$ cat src/rtl/pfd_pkg.sv
package pfd_pkg;
  localparam int SEL_W = 2;
  localparam int CNT_W = (1 << SEL_W) - 1;

  typedef logic [SEL_W-1:0] sel_t;
  typedef logic [CNT_W-1:0] cnt_t;

  // Terminal count of one half-period: N/2-1 with N = 2^(sel+1).
  function automatic cnt_t half_minus1(input sel_t s);
    half_minus1 = cnt_t'((32'd1 << s) - 32'd1);
  endfunction
endpackage

$ cat src/rtl/pfd_edge_sync.sv
module pfd_edge_sync #(
  parameter int STAGES = 2
) (
  input  logic clk,
  input  logic rst_n,
  input  logic din,
  output logic rise
);
  logic [STAGES:0] sh;

  always_ff @(posedge clk or negedge rst_n) begin
    if (!rst_n) sh <= '0;
    else        sh <= {sh[STAGES-1:0], din};
  end

  assign rise = sh[STAGES-1] & ~sh[STAGES];
endmodule

$ cat src/rtl/pfd_prescaler.sv
module pfd_prescaler
  import pfd_pkg::*;
(
  input  logic clk,
  input  logic rst_n,
  input  logic run,
  input  cnt_t half_m1,
  input  logic edge_in,
  output logic dclk,
  output logic rise
);
  cnt_t cnt;
  logic wrap;

  assign wrap = run & edge_in & (cnt == half_m1);
  assign rise = wrap & ~dclk;

  always_ff @(posedge clk or negedge rst_n) begin
    if (!rst_n) begin
      cnt  <= '0;
      dclk <= 1'b0;
    end else if (run && edge_in) begin
      if (wrap) begin
        cnt  <= '0;
        dclk <= ~dclk;
      end else begin
        cnt <= cnt + cnt_t'(1);
      end
    end
  end

  assert_cnt_range_R1: assert property (@(posedge clk) disable iff (!rst_n)
    cnt <= half_m1);

  assert_toggle_on_edge_R1: assert property (@(posedge clk) disable iff (!rst_n)
    !$stable(dclk) |-> $past(edge_in));
endmodule

$ cat src/rtl/pfd_core.sv
module pfd_core #(
  parameter int DLY_W = 3
) (
  input  logic             clk,
  input  logic             rst_n,
  input  logic             set_up,
  input  logic             set_dn,
  input  logic [DLY_W-1:0] dly,
  output logic             up,
  output logic             dn
);
  logic [DLY_W-1:0] dcnt;
  logic             both;
  logic             clr;

  assign both = up & dn;
  assign clr  = both & (dcnt == dly);

  always_ff @(posedge clk or negedge rst_n) begin
    if (!rst_n) begin
      up   <= 1'b0;
      dn   <= 1'b0;
      dcnt <= '0;
    end else begin
      up   <= (up & ~clr) | set_up;
      dn   <= (dn & ~clr) | set_dn;
      dcnt <= (clr || !both) ? '0 : dcnt + 1'b1;
    end
  end

  // Independent overlap counter for the bound check.
  logic [DLY_W:0] ov_cnt;
  always_ff @(posedge clk or negedge rst_n) begin
    if (!rst_n)    ov_cnt <= '0;
    else if (both) ov_cnt <= ov_cnt + 1'b1;
    else           ov_cnt <= '0;
  end

  assert_overlap_bound_R7: assert property (@(posedge clk) disable iff (!rst_n)
    ov_cnt <= ({1'b0, dly} + 1'b1));

  assert_up_cause_R4: assert property (@(posedge clk) disable iff (!rst_n)
    $rose(up) |-> $past(set_up));

  assert_dn_cause_R4: assert property (@(posedge clk) disable iff (!rst_n)
    $rose(dn) |-> $past(set_dn));
endmodule

$ cat src/rtl/pfd_prescaled.sv
module pfd_prescaled
  import pfd_pkg::*;
#(
  parameter int DLY_W       = 3,
  parameter int SYNC_STAGES = 2
) (
  input  logic             clk,
  input  logic             rst_n,
  input  logic             ref_in,
  input  logic             fb_in,
  input  logic [SEL_W-1:0] div_sel,
  input  logic [DLY_W-1:0] rst_dly,
  output logic             up,
  output logic             dn,
  output logic             ref_div,
  output logic             fb_div
);
  localparam int NCH = 2;

  logic armed;
  sel_t ratio_q;
  cnt_t half_m1;

  always_ff @(posedge clk or negedge rst_n) begin
    if (!rst_n) begin
      armed   <= 1'b0;
      ratio_q <= '0;
    end else if (!armed) begin
      armed   <= 1'b1;
      ratio_q <= div_sel;
    end
  end

  assign half_m1 = half_minus1(ratio_q);

  logic [NCH-1:0] ch_in, ch_edge, ch_dclk, ch_rise;
  assign ch_in = {fb_in, ref_in};

  for (genvar g = 0; g < NCH; g++) begin : g_ch
    pfd_edge_sync #(.STAGES(SYNC_STAGES)) u_sync (
      .clk (clk), .rst_n(rst_n), .din(ch_in[g]), .rise(ch_edge[g])
    );
    pfd_prescaler u_div (
      .clk    (clk),
      .rst_n  (rst_n),
      .run    (armed),
      .half_m1(half_m1),
      .edge_in(ch_edge[g]),
      .dclk   (ch_dclk[g]),
      .rise   (ch_rise[g])
    );
  end

  pfd_core #(.DLY_W(DLY_W)) u_core (
    .clk   (clk),
    .rst_n (rst_n),
    .set_up(ch_rise[0]),
    .set_dn(ch_rise[1]),
    .dly   (rst_dly),
    .up    (up),
    .dn    (dn)
  );

  assign ref_div = ch_dclk[0];
  assign fb_div  = ch_dclk[1];

  assert_ratio_hold_R3: assert property (@(posedge clk) disable iff (!rst_n)
    armed |=> $stable(ratio_q));
endmodule

$ cat config.mk
export PLATFORM = sky130hd
export DESIGN_NAME = pfd_prescaled
export DESIGN_NICKNAME = d
export VERILOG_FILES = /design/src/rtl/pfd_pkg.sv /design/src/rtl/pfd_edge_sync.sv /design/src/rtl/pfd_prescaler.sv /design/src/rtl/pfd_core.sv /design/src/rtl/pfd_prescaled.sv
export SDC_FILE = /design/constraint.sdc
export NUM_CORES = 1
export LEC_CHECK = 0
export ABC_AREA = 0
export ABC_CLOCK_PERIOD_IN_PS = 1400
export BUFFER_PORTS_ARGS = -buffer_cell sky130_fd_sc_hd__buf_4
export CAP_MARGIN = 20
export CORE_MARGIN = 3
export CORE_UTILIZATION = 30
export DETAILED_ROUTE_END_ITERATION = 12
export SLEW_MARGIN = 0
export SYNTH_ARGS = -nofsm -noshare
export SYNTH_HDL_FRONTEND = slang
export SYNTH_SLANG_ARGS = --single-unit
$ cat constraint.sdc
create_clock -name clk -period 1.4 [get_ports clk]
set_input_delay 0.07 -clock clk [delete_from_list [all_inputs] [get_ports clk]]
set_output_delay 0.07 -clock clk [all_outputs]
set_load 0.01 [all_outputs]
Word-level counts from Yosys, hierarchy flattened
Cells that the tools add are included.
Word-level totals
  bits in registers: 22
Operators by class
  add/subtract/negate cells: 4
  eq/ne operators: 3
  shift operators: 1
  multiplexer cells: 3
  bitwise logic cells: 19
  reductions and logical operators: 6
Operator list (number)
  $and 1x1->1: 12
  $add 3x1->3 const B: 3
  $eq 3x3->1: 3
  $mux 3: 3
  $not 1->1: 5
  $reduce_and 2->1: 2
  $shl 1x2->3 const A: 1
  $sub 3x1->3 const B: 1
  $logic_and 1x1->1: 2
  $or 1x1->1: 2
  $logic_not 1->1: 1
  $logic_or 1x1->1: 1

Longest topological paths before layout
  word-level depth: 6
  gate-level depth with buffers: 4

By module
Synthesis repeated with hierarchy kept, for this count alone.
Second synthesis, totals
  cell total of the unflattened synthesis: 90
  area total of the unflattened synthesis: 1036.0 µm²
By module, submodules not included
  pfd_prescaler: instances 2, cells an instance 26, area an instance 249.0 µm²
  pfd_core: instances 1, cells an instance 21, area an instance 242.7 µm²
  pfd_edge_sync: instances 2, cells an instance 4, area an instance 88.8 µm²
  pfd_prescaled: instances 1, cells an instance 9, area an instance 117.6 µm²

Worst setup path after synthesis
OpenSTA, ideal clock, no wires.
  path type: register to register
  start point: reg ratio_q[1]
  end point: reg g_ch[1].u_div.dclk
  arrival time: 1.129 ns
  required time: 1.275 ns
  setup slack: 0.146 ns
  stages on the path, launching flop included: 5
  buffers on the path: 0
  clock period less this slack: 1.254 ns
  cell sequence: dfrtp_1 > or2_1 > nor4_4 > o21ai_1 > xnor2_1
On the way
  longest elaborated chain between the ends: 5
Ends and longest elaborated chain
  from (decl): line pfd_prescaled.sv:21  | sel_t ratio_q;
  from (signal assigned): line pfd_prescaled.sv:30  | ratio_q <= div_sel;
  $shl 1x2->3: line pfd_pkg.sv:10  | half_minus1 = cnt_t'((32'd1 << s) - 32'd1);
  $sub 3x1->3: line pfd_pkg.sv:10
  $eq 3x3->1: line pfd_prescaler.sv:15  | assign wrap = run & edge_in & (cnt == half_m1);
  $and 1x1->1: line pfd_prescaler.sv:15
  $reduce_and 2->1 (no line)
  to (signal assigned): line pfd_prescaler.sv:25  | dclk <= ~dclk;
  to (decl): line pfd_prescaler.sv:9  | output logic dclk,
No other way between the ends.
A chain may end at the register's enable or synchronous reset.

Worst setup path in the final report
  start point: reg ratio_q[1]
  end point: reg g_ch[0].u_div.dclk
On the way
  longest elaborated chain between the ends: 5
Ends and longest elaborated chain (line)
  $shl 1x2->3: pfd_pkg.sv:10
  $sub 3x1->3: pfd_pkg.sv:10
  $eq 3x3->1: pfd_prescaler.sv:15
  $and 1x1->1: pfd_prescaler.sv:15
  $reduce_and 2->1 (no line)
  to (signal assigned): pfd_prescaler.sv:25
  to (decl): pfd_prescaler.sv:9
No other way between the ends.

==> results.md <==
- Num CTS Buffers: 3
- Initial core utilization: a little under a third
- Nets@finish: between 100 and 150
- Compound-Gate Fraction of Synth Area: between 10% and 20%
- First-pass GRT wire length: ~3000 microns
- DP HPWL: roughly 1200 microns
- Cells after Synth: 82
- Die footprint: 3992 sq um
- Pwr per Cell Area: 1613 nW/um^2
- Synth Area in Simple Gates: between 10% and 20%
- Final period utilization: a little over nine tenths
- Clk sinks: 22
- RSZ-0062 raised after global routing: yes
- Setup crit end kind: register
- Outcome: completed
- CORE AREA: between 3000 and 4000 sq um
- Critical path class: reg2reg
- Largest net degree at the start of global routing: 23
- Vias: 677
- Antenna Nets Post-Route: 0
- Fmax: ~0.75 GHz
- Clock-pin slew on the worst setup and hold paths: 120 ps
- Non-filler cells, final: 150
- Element type at the critical path start: register
- Main combinational cell family by area after synthesis: simple AND/OR/NAND/NOR gates
- Die Wd: roughly 63 microns
- Leakage: 0.5609 nW
- Starting DRT DRC Count: 3
- Pre-antenna DRT Iters: 2
- Global Route Usage Sum: a little under a tenth
- Mapped Avg Cell Area: 11.96 sq um
- Hold Crit Class: in2async
- Vias in the first global route: between 700 and 800
- Register area share after synthesis: 56.12%
- Share of cells above drive strength 1: 30.19%
- Arrival time at the worst endpoint: about 1500 ps
- Num ports: 13
- Post-Synth XOR/XNOR Area: under 10%
- Post-route minimum period: around 1300 ps
- CTS H-tree lvls: 1
- Vias per inst: 4.513
- Initial antenna violation count: 0
- Max-cap violations: 0
- CTS root buffer: clkbuf_4
- Diode count: 0
- Clock latency on the worst-skew pair: roughly 300 ps
- Placed Instances: 140
- Clock buffer depth: 2
- Detailed Route WL: 1599 microns
- Post-Syn Area: 980.9 sq um
- Die height: 63.18 microns
- Adder-Cell Fraction of Synth Area: 3.827%
- Max-slew violations: 0
- Post-synthesis mux area share: under 10%
- Critical Path RT: 1600 ps
- RePlAce Congestion: just under 0.8
- TritonCTS clock tree: built
- Rows: 20
- Number of I/O port buffers: 12
- Util after Layout: slightly above 40%
- Syn. warnings: 0
- Clock Skews: 5.740 ps
- GRT overflow: 0
- Synth-to-Final Area Change: 30.48%
- VDD IR max: around 0.00079 V
- #FFs+latches synth: 22
- Avg WL per Cell: between 10 and 15 microns
- DRC viols: 0
- Max Fanout on Critical Path: 5
- Syn_nets: 94
- Hold Vio Cnt, Final: 0
- Synth cell types: 22
- Endpoints failing setup: 0
==> synthesized netlist by cell type <==
| master | instances | share of area, % |
|---|---|---|
| a21o_1 | 2 | 1.5 |
| nand2_1 | 5 | 1.9 |
| ha_1 | 3 | 3.8 |
| xnor2_1 | 6 | 5.4 |
| dfrtp_1 | 22 | 56 |
| nor3_1 | 2 | 1.0 |
| inv_1 | 3 | 1.1 |
| o21ai_1 | 6 | 3.1 |
| o21ai_0 | 2 | 1.0 |
| mux2_2 | 2 | 2.3 |
| conb_1 | 1 | 0.38 |
| nor4b_1 | 2 | 1.8 |
| nand3b_1 | 3 | 2.3 |
| or2_1 | 3 | 1.9 |
| nor4_4 | 2 | 4.3 |
| nor2_1 | 4 | 1.5 |
| o31ai_1 | 2 | 1.5 |
| nand3_1 | 4 | 2.0 |
| or2_2 | 1 | 0.64 |
| o2bb2ai_1 | 4 | 3.6 |
| xor2_1 | 2 | 1.8 |
| and3b_1 | 1 | 0.89 |
==> path summary, 6_finish.rpt <==
path | startpoint | to | slack [ps] | cells after the start
max in group asynchronous | rst_n | ratio_q[0]$_DFFE_PN0N_ | 990 | 2
worst min register to register | g_ch[0].u_sync.sh[0]$_DFF_PN0_ | g_ch[0].u_sync.sh[1]$_DFF_PN0_ | 360 | 0
min in group clk | rst_dly[0] | u_core.dn$_DFF_PN0_ | 200 | 5
worst min-delay path | rst_n | g_ch[0].u_div.cnt[0]$_DFFE_PN0P_ | 180 | 2
worst max-delay path | ratio_q[1]$_DFFE_PN0N_ | g_ch[0].u_div.dclk$_DFFE_PN0P_ | 70 | 4
worst max register to register | ratio_q[1]$_DFFE_PN0N_ | g_ch[0].u_div.dclk$_DFFE_PN0P_ | 70 | 4
==> layout by cell type, fill, tap and decap left out, types with 3 or more instances in the layout <==
cell and n:
buf_4 15, clkbuf_4 3, dfrtp_1 19, dfrtp_2 3, dlygate4sd3_1 5, ha_1 3, inv_1 3, nand2_1 5
nand3_1 4, nand3b_1 3, nor2_1 4, o21ai_1 5, o2bb2ai_1 3, xnor2_1 6
==> power breakdown <==
part           switching, W  leakage, nW  internal, W
Sequential         0.000199        0.269     0.000793
Combinational      0.000264        0.264     0.000332
Clock              0.000187       0.0279     0.000289
==> repair_timing <==
item,in CTS,in global routing
endpoints found under the setup margin,2,9
gates resized for setup,5,3
setup buffers,1,0
hold buffers,5,0
pin swaps,1,2
endpoints found under the hold margin,26,0
==> cell type report <==
type | instances | area [sq um]
flip-flops and latches | 22 | 554.3
repair buffers | 20 | 162.7
multi-input cells | 57 | 444.2
well taps | 44 | 55.05
clock inverters | 1 | 30.03
fillers | 298 | 1798
inverters | 3 | 11.26
clock buffers | 3 | 22.52
==> sequential cells by signal, summed over array words and instances (netlist names) <==
register         cells
g_ch.u_sync.sh       6
g_ch.u_div.cnt       6
u_core.dn            1
ratio_q              2
u_core.dcnt          3
armed                1
u_core.up            1
g_ch.u_div.dclk      2
==> worst max-delay path, stage by stage, from the launching register on <==
cell,delay [ps]
dfrtp_2,460
or2_4,290
nor4_4,210
o21ai_1,130
xnor2_1,140
==> routing by layer <==
metal  vias up  part of all wire [%]  GRT usage (%)
li1        340                     -              -
met1       322                    48          10.54
met2        15                    46          16.34
met3         0                   6.0          3.743
met4         0                     0         0.8086
met5         -                     0              0
==> metrics by stage <==
stage | setup WS, ps | TNS [ps] | hold WS, ps | total power (W) | cell area (sq um)
after CTS | -12.98 | -21.48 | 171.9 | 0.002074 | 1266
after detailed placement | -18.77 | -18.77 | -23.83 | 0.001560 | 1141
after floorplan | 145.7 | 0 | -225.6 | 0.001313 | 980.9
final | 67.70 | 0 | 177.9 | 0.002065 | 1280
after global placement | 36.63 | 0 | -27.54 | 0.001536 | 1141
after global routing | -41.68 | -106.1 | 184.5 | 0.002225 | 1280
==> logic make-up after synthesis <==
logic type / after synthesis
compound gates: 16
simple gates: 27
flops: 22
buf+inv: 3
xor+xnor: 8
other cells: 1
mux: 2
fa+ha+maj: 3
(Power assumes the default switching activity.)
